==> src/rtl/engine_pkg.sv <==
// Shared types for the cylinder pair decoder.
// Assumes the four strokes are equal in length and follow each other
// in the fixed order intake, compression, power, exhaust.
package engine_pkg;
    typedef enum logic [1:0] {
        STK_INTAKE  = 2'd0,
        STK_COMPRESS = 2'd1,
        STK_POWER   = 2'd2,
        STK_EXHAUST = 2'd3
    } stroke_e;
endpackage

==> src/rtl/stroke_locator.sv <==
// Maps the shared crank count onto this pair's own cycle position and
// stroke. POWER_AT_TDC selects the half-cycle phase shift.
// Assumes the count never needs more than one wrap (count < 2*cycle).
module stroke_locator
    import engine_pkg::*;
#(
    parameter int PULSES_PER_REV = 12,
    parameter int CNT_W          = 5,
    parameter bit POWER_AT_TDC   = 1'b1
) (
    input  logic [CNT_W-1:0] crank_count,
    output logic             pos_valid,
    output logic [CNT_W-1:0] cycle_pos,
    output stroke_e          stroke
);
    localparam int STROKE_LEN = PULSES_PER_REV / 2;
    localparam int CYCLE_LEN  = 2 * PULSES_PER_REV;
    localparam logic [CNT_W-1:0] CYCLE_LIM = CNT_W'(CYCLE_LEN);
    localparam logic [CNT_W-1:0] HALF_CYC  = CNT_W'(PULSES_PER_REV);
    localparam logic [CNT_W-1:0] B_COMP    = CNT_W'(STROKE_LEN);
    localparam logic [CNT_W-1:0] B_POWER   = CNT_W'(2 * STROKE_LEN);
    localparam logic [CNT_W-1:0] B_EXH     = CNT_W'(3 * STROKE_LEN);

    // purpose: flag counts that fall inside one cycle
    always_comb begin
        pos_valid = (crank_count < CYCLE_LIM);
    end

    generate
        if (POWER_AT_TDC) begin : g_power_phase
            // purpose: shift by half a cycle, wrapping at the cycle length
            always_comb begin
                if (crank_count < HALF_CYC)
                    cycle_pos = crank_count + HALF_CYC;
                else
                    cycle_pos = crank_count - HALF_CYC;
            end
        end else begin : g_intake_phase
            // purpose: the count is the cycle position unchanged
            always_comb begin
                cycle_pos = crank_count;
            end
        end
    endgenerate

    // purpose: classify the cycle position into one of the four strokes
    always_comb begin
        if (cycle_pos < B_COMP)
            stroke = STK_INTAKE;
        else if (cycle_pos < B_POWER)
            stroke = STK_COMPRESS;
        else if (cycle_pos < B_EXH)
            stroke = STK_POWER;
        else
            stroke = STK_EXHAUST;
    end
endmodule

==> src/rtl/valve_decoder.sv <==
// Drives the valves and the injector from the current stroke.
// Assumes pos_valid is low for counts outside the cycle.
module valve_decoder
    import engine_pkg::*;
(
    input  stroke_e stroke,
    input  logic    pos_valid,
    input  logic    ign_on,
    output logic    intake_vlv,
    output logic    exhaust_vlv,
    output logic    fuel_inj
);
    logic live;

    // purpose: outputs are live only with ignition on and a valid count
    always_comb begin
        live = ign_on && pos_valid;
    end

    // purpose: decode the stroke into the valve and injector outputs
    always_comb begin
        intake_vlv  = 1'b0;
        exhaust_vlv = 1'b0;
        fuel_inj    = 1'b0;
        if (live) begin
            unique case (stroke)
                STK_INTAKE: begin
                    intake_vlv = 1'b1;
                    fuel_inj   = 1'b1;
                end
                STK_EXHAUST: exhaust_vlv = 1'b1;
                default: ;
            endcase
        end
    end
endmodule

==> src/rtl/spark_timer.sv <==
// Fires the spark for one cycle position. The nominal position is the
// first count of power; an early or late request moves it by one count.
// Assumes the two requests are mutually exclusive in use; if both are
// high they cancel each other.
module spark_timer #(
    parameter int PULSES_PER_REV = 12,
    parameter int CNT_W          = 5
) (
    input  logic [CNT_W-1:0] cycle_pos,
    input  logic             pos_valid,
    input  logic             ign_on,
    input  logic             spark_early,
    input  logic             spark_late,
    output logic             spark_out
);
    localparam logic [CNT_W-1:0] NOMINAL = CNT_W'(PULSES_PER_REV);
    localparam logic [CNT_W-1:0] EARLY   = CNT_W'(PULSES_PER_REV - 1);
    localparam logic [CNT_W-1:0] LATE    = CNT_W'(PULSES_PER_REV + 1);

    logic [CNT_W-1:0] fire_pos;

    // purpose: choose the firing position from the timing requests
    always_comb begin
        unique case ({spark_early, spark_late})
            2'b10:   fire_pos = EARLY;
            2'b01:   fire_pos = LATE;
            default: fire_pos = NOMINAL;
        endcase
    end

    // purpose: assert the spark on the chosen position only
    always_comb begin
        spark_out = ign_on && pos_valid && (cycle_pos == fire_pos);
    end
endmodule

==> src/rtl/cyl_pair_decoder.sv <==
// Top level: one cylinder pair's actuator decode from the shared crank
// count. POWER_AT_TDC = 1 gives the pair that starts power at count 0;
// POWER_AT_TDC = 0 gives the pair that starts intake there.
// Assumes the count changes only on the system clock.
module cyl_pair_decoder
    import engine_pkg::*;
#(
    parameter int PULSES_PER_REV = 12,
    parameter int CNT_W          = 5,
    parameter bit POWER_AT_TDC   = 1'b1
) (
    input  logic [CNT_W-1:0] crank_count,
    input  logic             ign_on,
    input  logic             spark_early,
    input  logic             spark_late,
    output logic             intake_vlv,
    output logic             exhaust_vlv,
    output logic             spark_out,
    output logic             fuel_inj
);
    logic             pos_valid;
    logic [CNT_W-1:0] cycle_pos;
    stroke_e          stroke;

    stroke_locator #(
        .PULSES_PER_REV(PULSES_PER_REV),
        .CNT_W(CNT_W),
        .POWER_AT_TDC(POWER_AT_TDC)
    ) u_locate (
        .crank_count(crank_count),
        .pos_valid(pos_valid),
        .cycle_pos(cycle_pos),
        .stroke(stroke)
    );

    valve_decoder u_valves (
        .stroke(stroke),
        .pos_valid(pos_valid),
        .ign_on(ign_on),
        .intake_vlv(intake_vlv),
        .exhaust_vlv(exhaust_vlv),
        .fuel_inj(fuel_inj)
    );

    spark_timer #(
        .PULSES_PER_REV(PULSES_PER_REV),
        .CNT_W(CNT_W)
    ) u_spark (
        .cycle_pos(cycle_pos),
        .pos_valid(pos_valid),
        .ign_on(ign_on),
        .spark_early(spark_early),
        .spark_late(spark_late),
        .spark_out(spark_out)
    );
endmodule

==> config.mk <==
export PLATFORM = sky130hd
export DESIGN_NAME = cyl_pair_decoder
export DESIGN_NICKNAME = d
export VERILOG_FILES = /design/src/rtl/engine_pkg.sv /design/src/rtl/stroke_locator.sv /design/src/rtl/valve_decoder.sv /design/src/rtl/spark_timer.sv /design/src/rtl/cyl_pair_decoder.sv
export SDC_FILE = /design/constraint.sdc
export NUM_CORES = 1
export LEC_CHECK = 0
export ABC_AREA = 1
export BUFFER_PORTS_ARGS = -buffer_cell sky130_fd_sc_hd__buf_2
export CORE_AREA = 2 2 39 41
export DETAILED_ROUTE_END_ITERATION = 10
export DIE_AREA = 0 0 41 43
export SYNTH_ARGS = -nofsm -noshare
export SYNTH_HDL_FRONTEND = slang
export SYNTH_SLANG_ARGS = --single-unit
==> constraint.sdc <==
create_clock -name vclk -period 1.5
set_input_delay 0.075 -clock vclk [all_inputs]
set_output_delay 0.075 -clock vclk [all_outputs]
set_load 0.005 [all_outputs]
==> results of run 1 <==
==> power groups by stage <==
stage	Combinational, mW	Clock [mW]	Sequential [mW]
4_1_cts	0.0799	0	0
3_3_place_gp	0.0791	0	0
5_1_grt	0.0949	0	0
3_5_place_dp	0.0798	0	0
2_1_floorplan	0.0534	0	0
6_report	0.0783	0	0
==> routing by layer <==
layer / vias to the layer above / global-route usage
met3: 0 / 0
li1: 185 / -
met1: 121 / 0.0949
met5: - / 0
met4: 0 / 0
met2: 5 / 0.141
==> cells in the final DEF (no fill, tap or decap) <==
cell      count
nand2_1      22
inv_1        12
buf_2        12
nor2_1        8
nand3_1       4
ha_1          4
nand2_2       2
inv_2         1
nand3b_1      1
a21oi_1       1
==> area by class of cell <==
class	count	share of cell area
Tap cell	16	0.0595
Multi-Input combinational cell	42	0.617
Inverter	13	0.145
Timing Repair Buffer	12	0.178
==> per-stage QoR <==
step / power [mW] / util / instances / hold WS, ps / cell area (um2)
finish: 0.0783 / 0.243 / 83 / 531 / 337
global route: 0.0949 / 0.243 / 83 / 566 / 337
CTS: 0.0799 / 0.243 / 83 / 536 / 337
detailed placement: 0.0798 / 0.243 / 83 / 536 / 337
global placement: 0.0791 / 0.243 / 83 / 532 / 337
floorplan: 0.0534 / - / 56 / 293 / 264
==> critical path, delay by kind of cell <==
family | cells | cell delay, ps
simple gates | 4 | 390
fa+ha+maj | 1 | 300
buf+inv | 3 | 320
==> final timing paths <==
path	from	end	slack [ps]
worst min-delay path	crank_count[1]	intake_vlv	530
worst max-delay path	crank_count[2]	spark_out	340
==> synth_stat cells <==
| library cell | n |
|---|---|
| a21oi_1 | 1 |
| buf_4 | 1 |
| ha_1 | 4 |
| inv_1 | 12 |
| inv_2 | 1 |
| nand2_1 | 22 |
| nand2_2 | 2 |
| nand3_1 | 4 |
| nand3b_1 | 1 |
| nor2_1 | 8 |
==> logic make-up (layout without fill, tap and decap cells) <==
family	after synthesis	after routing
and+or+nand+nor	37	37
adders and majority gates	4	4
AOI/OAI and AO/OA	1	1
buffers and inverters	14	25
==> impl_metrics.tcl, run 1 <==
set metrics [dict create \
    hold_violations 0 \
    clockPowerShare 0 \
    synthSimpleGateAreaFrac 0.578 \
    antenna_cells 0 \
    rsz0062_at_grt "no" \
    cp_max_fo 5 \
    initial_utilization 0.191 \
    critPathRequiredTime_ps 1420 \
    grt_pass1_vias 279 \
    cpMostUsedCell "buf_2" \
    wl_per_cell_um 6.07 \
    min_path_cells 5 \
    finalNetCount 81 \
    wl_um 504 \
    crit_type "in2out" \
    viasPerCell 3.75 \
    grt_max_degree 7 \
    power_frac_seq 0 \
    coreArea_um2 1380 \
    power_density_nw_per_um2 233 \
    endpoint_kind "output port" \
    postCtsResizedCells 0 \
    wl_met2_um 276 \
    post-route-period-util 0.775 \
    status "finished clean" \
    dr_total_vias 311 \
    place.gp.congestion 0.788 \
    setup_viol 0 \
    fillers 163 \
    multi_input_area_um2 208 \
    arrival_ps 1090 \
    synth_fa_ha_area_frac 0.190 \
    wl_met3_um 15 \
    p_int_mw 0.0338 \
    ys_seq_area_frac 0 \
    syn_avg_cell_area_um2 4.71 \
    crit_path_top_delay_cell "ha_1" \
    synth_top_area_frac 0.313 \
    area_growth_pct 27.5 \
    ys_warn_count 0 \
    ios 12 \
    area.sequential_um2 0 \
    top_layer "met3" \
    drt-pass1-iter-count 2 \
    globalRouteTotalUtil 0.0749 \
    switching_share 0.569 \
    post-cts-setup-buffers 0 \
    maxCapViolations 0 \
    gr-total-overflow 0 \
    hold_class "in2out" \
    setup_ws_ps 338 \
    start_kind "primary input" \
    num_rows 14 \
    fmax_ghz 0.861 \
    maxSlewHeadroom 0.924 \
    path_cells "buf_2, inv_1, ha_1, nand3b_1, nand2_2, nand2_1, nor2_1, buf_2" \
    antenna_found_initial 0 \
    post-route-min-period_ps 1160 \
    p_switching_mw 0.0445 \
    grt_pass1_wl_um 1010 \
    syn_area_um2 264 \
    yosys.area.top_type "nand2_1" \
    synth.area.top_cells "nand2_1 (31%), ha_1 (19%), inv_1 (17%), nor2_1 (11%), nand3_1 (7.6%)" \
    port_buffers 12 \
    drv_slew 0 \
    pre_cts_slack_ps 325 \
    power_frac_comb 1.000 \
    wirelength_met1_um 212 \
    ant_nets 0 \
    drt_iter0_markers 2 \
    synth.distinct_cells 10 \
    seq_cells 0 \
    syn-instance-count 56 \
    drc 0 \
    synthXorXnorAreaFrac 0 \
    synthMuxAreaShare 0 \
    synth_compound_area_frac 0.0190 \
    synth_fp_nets 68 \
    synth_top_family_by_area "simple AND/OR/NAND/NOR gates" \
    leakagePower_nw 0.233 \
    ir_drop_uv 52.5 \
    hold_buffers 0 \
    clkbuf_count 0 \
    tightest_slew_ps 114 \
    die_h_um 43 \
    die_area_um2 1760 \
    tns_ps 0 \
    cpPeakStageDelay_ps 300 \
    fp.dieW_um 41 \
    drive_above_1_share 0.224 \
]
Power figures use the tool's default switching activity.
==> run 2: changes to the inputs <==
--- a/config.mk
+++ b/config.mk
@@ -5,7 +5,7 @@
 export SDC_FILE = /design/constraint.sdc
 export NUM_CORES = 1
 export LEC_CHECK = 0
-export ABC_AREA = 1
+export ABC_AREA = 0
 export BUFFER_PORTS_ARGS = -buffer_cell sky130_fd_sc_hd__buf_2
 export CORE_AREA = 2 2 39 41
 export DETAILED_ROUTE_END_ITERATION = 10
==> constraint.sdc (replaced) <==
create_clock -name vclk -period 1.2
set_input_delay 0.06 -clock vclk [all_inputs]
set_output_delay 0.06 -clock vclk [all_outputs]
set_load 0.005 [all_outputs]
==> run 2 against run 1 <==
Net effect:
- routed wire length up 31%
- utilization grew 12 points
- worst hold slack lost 86 ps
- the flow now finishes with violations (negative setup slack)
- synthesized cell count decreased by 45%
- via count down 4.2%
- area after synthesis decreased by 15%
- global-route usage grew 1.2 points
- cell count is 18% lower
==> impl_metrics.tcl, run 2 <==
set metrics [dict create \
    status "finished with violations" \
    violations "negative setup slack" \
    grtUsageMet1 0.108 \
    switching_share 0.449 \
    grt_busiest_layer "met2" \
    num_rows 14 \
    port_buffers 12 \
    use_met2 0.163 \
    post-route-period-util 1.15 \
    ios 12 \
    grt_max_degree 9 \
    tns_ps -185 \
    power_frac_comb 1.000 \
    globalRouteTotalUtil 0.0869 \
    seq_cells 0 \
    hold_buffers 0 \
    hold_class "in2out" \
    dr_total_vias 298 \
    clockPowerShare 0 \
    place.gp.congestion 0.748 \
    p_switching_mw 0.0848 \
    critPathRequiredTime_ps 1140 \
    antenna_found_initial 0 \
    fp.dieW_um 41 \
    synth_top_area_frac 0.222 \
    drt_iter0_markers 0 \
    area_growth_pct 122 \
    ys_seq_area_frac 0 \
    die_area_um2 1760 \
    final_cell_mix "buf_2 (10), buf_4 (9), xor2_1 (3)" \
    finalNetCount 66 \
    syn_area_um2 225 \
    hold_violations 0 \
    maxSlewHeadroom 0.817 \
    fmax_ghz 0.722 \
    start_kind "primary input" \
    leakagePower_nw 0.228 \
    ant_nets 0 \
    syn_avg_cell_area_um2 7.27 \
    drt-pass1-iter-count 1 \
    final_common_cell "buf_2" \
    p_int_mw 0.104 \
    final_cells 68 \
    viasPerCell 4.38 \
    arrival_ps 1330 \
    rsz0062_at_grt "yes" \
    tightest_slew_ps 273 \
    crit_type "in2out" \
    synth_fp_nets 43 \
    grt_pass1_vias 293 \
    synth.area.top_cells "ha_1 (22%), xor2_1 (12%), nor2_1 (6.7%), a221o_2 (5.0%), inv_1 (5.0%)" \
    drv_slew 0 \
    clkbuf_count 0 \
    synth_common_cells "ha_1 (4), nor2_1 (4), inv_1 (3), xor2_1 (3), o21ai_0 (2)" \
    initial_utilization 0.163 \
    gr-total-overflow 0 \
    endpoint_kind "output port" \
    grt_pass1_wl_um 1150 \
    wl_um 660 \
    area.sequential_um2 0 \
    setup_viol 1 \
    power_frac_seq 0 \
    dp.cells 67 \
    setup_ws_ps -185 \
    gr-usage-met3 0.00524 \
    post-route-min-period_ps 1390 \
    worst_hold_slack_ps 445 \
    yosys.area.top_type "ha_1" \
    antenna_cells 0 \
    fillers 142 \
    wl_per_cell_um 9.71 \
    coreArea_um2 1380 \
    ir_drop_uv 102 \
    cp_max_fo 3 \
    pre_cts_slack_ps -339 \
    syn-instance-count 31 \
    maxCapViolations 0 \
    synth.distinct_cells 20 \
    die_h_um 43 \
    place_hpwl_um 555 \
    drive_above_1_share 0.731 \
    power_density_nw_per_um2 377 \
    drc 0 \
    ys_warn_count 0 \
]
## run 2: cell types whose count changed after synthesis, sizes merged, moves of 2 or more
cell / previous run / this run
nand2: 24 / 1
o21ai: 0 / 2
inv: 13 / 3
nand3: 4 / 0
xor2: 0 / 3
nor2: 8 / 4
## run 2: final cells by class
class              count  area (um2)  area share
multi-input cells     26         292       0.583
well taps             16        20.0      0.0400
inverters              3        18.8      0.0375
repair buffers        23         170       0.340
## run 2: path summary, 6_finish.rpt
check / slack [ps] / to / cells past startpoint / start
worst max-delay path: -190 / spark_out / 7 / crank_count[3]
worst min-delay path: 450 / exhaust_vlv / 3 / ign_on
## run 2: per-stage QoR
step | utilization | instance area (um2) | power [mW]
6_report | 0.362 | 500 | 0.189
5_1_grt | 0.362 | 500 | 0.208
4_1_cts | 0.328 | 454 | 0.170
3_5_place_dp | 0.278 | 385 | 0.133
3_3_place_gp | 0.278 | 385 | 0.131
2_1_floorplan | - | 243 | 0.0706
## run 2: power groups by stage
stage	clock (mW)	combinational [mW]	sequential [mW]
floorplan	0	0.0706	0
global placement	0	0.131	0
CTS	0	0.170	0
global route	0	0.208	0
finish	0	0.189	0
detailed placement	0	0.133	0
## run 2: critical path, stage by stage
cell       delay, ps
buf_8            110
inv_6             50
ha_4             200
or3_4            340
a2111oi_4        280
and3_1           190
buf_2            110
## run 2: kinds of logic (layout without fill, tap and decap cells)
| logic type | after synthesis | after routing | synth area share |
|---|---|---|---|
| compound gates | 8 | 8 | 0.278 |
| simple gates | 10 | 10 | 0.239 |
| xor+xnor | 4 | 4 | 0.156 |
| buf+inv | 5 | 26 | 0.106 |
| fa+ha+maj | 4 | 4 | 0.222 |
## run 2: timing repair
| action | in CTS | in global routing |
|---|---|---|
| pin swaps | 7 | 6 |
| resized for setup | 18 | 10 |
| buffers inserted | 1 | 2 |
| setup endpoints to repair | 4 | 4 |
## run 2: layer usage
layer | part of all wire | vias up
met1 | 0.39 | 136
met2 | 0.55 | 8
met3 | 0.061 | 0
met4 | 0 | 0
met5 | 0 | -
li1 | - | 154
